[src/rtl/apc_sat_counter.sv]
module apc_sat_counter #(
  parameter int unsigned CNT_W = 64
) (
  input  logic             clk,
  input  logic             rst,
  input  logic             clr,
  input  logic             inc,
  output logic [CNT_W-1:0] cnt
);
  localparam logic [CNT_W-1:0] CNT_MAX = '1;
  localparam logic [CNT_W-1:0] CNT_ONE = CNT_W'(1);

  always_ff @(posedge clk) begin
    if (rst)                         cnt <= '0;
    else if (clr)                    cnt <= inc ? CNT_ONE : '0;
    else if (inc && cnt != CNT_MAX)  cnt <= cnt + CNT_ONE;
  end
endmodule

[config.mk]
export PLATFORM = sky130hd
export DESIGN_NAME = apc_sat_counter
export DESIGN_NICKNAME = d
export VERILOG_FILES = /design/src/rtl/apc_sat_counter.sv
export SDC_FILE = /design/constraint.sdc
export NUM_CORES = 1
export LEC_CHECK = 0
export ABC_CLOCK_PERIOD_IN_PS = 3900
export BUFFER_PORTS_ARGS = -buffer_cell sky130_fd_sc_hd__buf_4
export CAP_MARGIN = 20
export CORE_UTILIZATION = 57
export CTS_CLUSTER_DIAMETER = 30
export CTS_CLUSTER_SIZE = 20
export DETAILED_ROUTE_END_ITERATION = 16
export PLACE_DENSITY = 0.78
export RECOVER_POWER = 25
export SETUP_SLACK_MARGIN = 0.02
export SYNTH_ARGS = -nofsm -noshare
export SYNTH_HDL_FRONTEND = slang
export SYNTH_SLANG_ARGS = --single-unit
[constraint.sdc]
create_clock -name clk -period 3.9 [get_ports clk]
set_input_delay 0.78 -clock clk [delete_from_list [all_inputs] [get_ports clk]]
set_output_delay 0.78 -clock clk [all_outputs]
set_load 0.005 [all_outputs]
==> reports/qor.csv <==
metric,value,unit
outcome,"complete, no violations",
"Avg Cell Area, Syn",8.25,um^2
Max Cap Violations,0,
core area,6030,um^2
CTS tree,done,
YS warnings,0,
fmax,355,MHz
H-tree levels,3,
Sink Count,64,
Slew Limit Fails,0,
crit start category,flop,
worst hold slack,505,ps
hold crit path type,reg -> reg,
filler cell count in the final layout,509,
DR WL/cell,17.3,um
Layout Area Growth over Synthesis,19.5,%
post-synth cell types,55,
first-pass GRT wire length,16000,um
Post-synth EDFFs,0,
total CTS buffers,9,
"Remaining Overflow, GRT",0,
Post-Synth Simple-Gate Area,38.3,%
Starting Density,59.9,%
Site Rows,28,
number of DRC markers in iteration 0,286,
Synth area leaders,"dfxtp_1 35%, nand3_1 5.0%, nor2_1 4.4%",
critical path arrival,3040,ps
"Setup Fix Bufs, Post-CTS",0,
Routed WL,10000,um
DRT Pass-1 Iters,5,
Worst Skew,8.48,ps
die height,81.6,um
final hold viol count,0,
detailed placement HPWL,7190,um
Vias,3705,
sequential-to-total area share from yosys stat,35.5,%
Tcrit/Tclk final,72.1,%
boundary pin count,68,
Largest Register,cnt,
vias in the first global route,3186,
Worst Max-Slew Pin Slew,1030,ps
GP Congestion,0.897,
CTS Buffer Depth,2,
share of layout cells above drive strength 1,20.0,%
setup TNS,0,ps
Worst Path Required,4120,ps
Antenna Violating Nets Remaining,0,
DRC viols,0,
Die Wd,81.6,um
gr usage total,31.7,%
Nets,507,
post-synthesis compound-gate area fraction,15.2,%
Inst Count DP,565,
top cell type's share of synthesized area,35.5,%
Hold Buf Count CTS,0,
synthesized net count,443,
"Gates resized, CTS repair",0,
Final Setup Violations,0,
Mapped Area,3610,um^2
IO buf count,67,
die footprint,6660,um^2
worst-skew pair later-pin latency,350,ps
max reg flops,64,
unrepaired setup endpoints after global routing,no,
multiplexer share of the synthesized area,1.94,%
Finished Cell Area,4320,um^2
Crit. End Element,flop,
Worst Path Max Fanout,13,
vias per inst,6.39,
Inserted Diodes,0,
Max rail drop VDD,0.226,mV
post-synthesis xor/xnor area fraction,5.82,%
fin cells,580,
Total Power,1.18,mW
Root Driver,clkbuf_8,
Syn Inst Count,438,
antenna violations before repair,0,
Leak,1.49,nW
share of flip-flops with an asynchronous set or reset,0,%
Largest regs,cnt: 64 flops,
DP Area,4160,um^2
Rel. slew slack,31.5,%
largest area contributor in the netlist,dfxtp_1,
kind of critical path,reg -> reg,
post-synthesis adder-cell area fraction,0.346,%
Power Density,273,nW/um^2
combinational family with the most area after synthesis,simple AND/OR/NAND/NOR gates,
Yosys reg bits,64,
"CTS clk-pin slew, worst paths",70,ps
min cycle time layout,2810,ps
largest net degree at the start of global routing,52,
Main synth FF type,dfxtp_1,
-- Yosys cell counts, drive strengths merged (2+ instances only) --
master and n:
a2111oi 4, a21oi 30, and4 8, o21ai 17
nand3 38, and3 8, o311ai 4, or3 22
o21a 2, nand3b 2, dfxtp 64, nor4 14
nand2 39, nor2 42, xor2 7, o211ai 3
o31a 2, xnor2 17, or2 4, nand4 25
nor3 8, inv 8, a31oi 2, o31ai 7
buf 7, and2 8, or4 9, a211oi 3
clkbuf 11, mux2i 7, o41ai 4
-- cell type report --
| class | instances | area [um^2] | share of cell area [%] |
|---|---|---|---|
| clock buffers | 13 | 149 | 3.45 |
| clock inverters | 1 | 5.00 | 0.116 |
| inverters | 8 | 30.0 | 0.696 |
| multi-input cells | 348 | 2220 | 51.5 |
| flip-flops and latches | 64 | 1280 | 29.7 |
| well taps | 75 | 93.8 | 2.17 |
| repair buffers | 71 | 533 | 12.3 |
-- path summary, 6_finish.rpt --
kind	from	to	slack, ps	depth (start not counted)
max	cnt[50]$_SDFFE_PP0P_	cnt[14]$_SDFFE_PP0P_	1090	6
min	cnt[63]$_SDFFE_PP0P_	cnt[63]$_SDFFE_PP0P_	500	2
max reg2reg	cnt[50]$_SDFFE_PP0P_	cnt[14]$_SDFFE_PP0P_	1090	6
min reg2reg	cnt[63]$_SDFFE_PP0P_	cnt[63]$_SDFFE_PP0P_	500	2
-- cell usage in the layout, fill, tap and decap left out, types with 3 or more instances in the layout --
cell      instances
and3_1            7
o21ai_0          14
a211oi_1          3
nor3_1            8
o41ai_1           4
dfxtp_1          64
a21oi_1          29
and4_1            8
and2_1            8
nor4_1            7
clkbuf_8         10
xor2_1            7
or3_1            22
o31ai_1           7
nor4_2            3
nand4_2           3
or4_1             9
o21ai_1           3
nand4_1          20
o211ai_1          3
buf_4            38
nand2_1          39
nor4_4            4
clkbuf_4         31
xnor2_1          17
mux2i_1           7
nor2_1           42
inv_1             8
nand3_1          36
clkbuf_1          4
-- cell families after synthesis --
logic type      count (synthesis)
simple gates                  233
compound gates                 83
flops                          64
buf+inv                        26
xor+xnor                       24
mux                             7
fa+ha+maj                       1
-- layer usage --
layer	vias up	track usage (%)	wire (um)
li1	1779	-	-
met1	1750	41.6	4510
met2	151	50.2	4600
met3	25	5.56	616
met4	0	15.1	288
met5	-	0	0
-- through the flow --
| step | worst slack [ps] | utilization [%] |
|---|---|---|
| 6_report | 1090 | 71.6 |
| 2_1_floorplan | 1670 | - |
| 3_3_place_gp | 1030 | 69.0 |
| 4_1_cts | 969 | 71.5 |
| 3_5_place_dp | 914 | 69.0 |
| 5_1_grt | 839 | 71.6 |
-- worst max-delay path, stage by stage (launching register included) --
cell	delay [ps]
dfxtp_1	420
nand3_1	260
nor4_1	570
and4_1	660
and2_1	460
nor3_1	170
mux2i_1	150
-- report_power, final --
part	internal, mW	total (mW)	switching [mW]
clock	0.241	0.488	0.247
sequential	0.655	0.657	0.00220
combinational	0.00968	0.0345	0.0249
total	0.905	1.18	0.274
(Power assumes the default switching activity.)
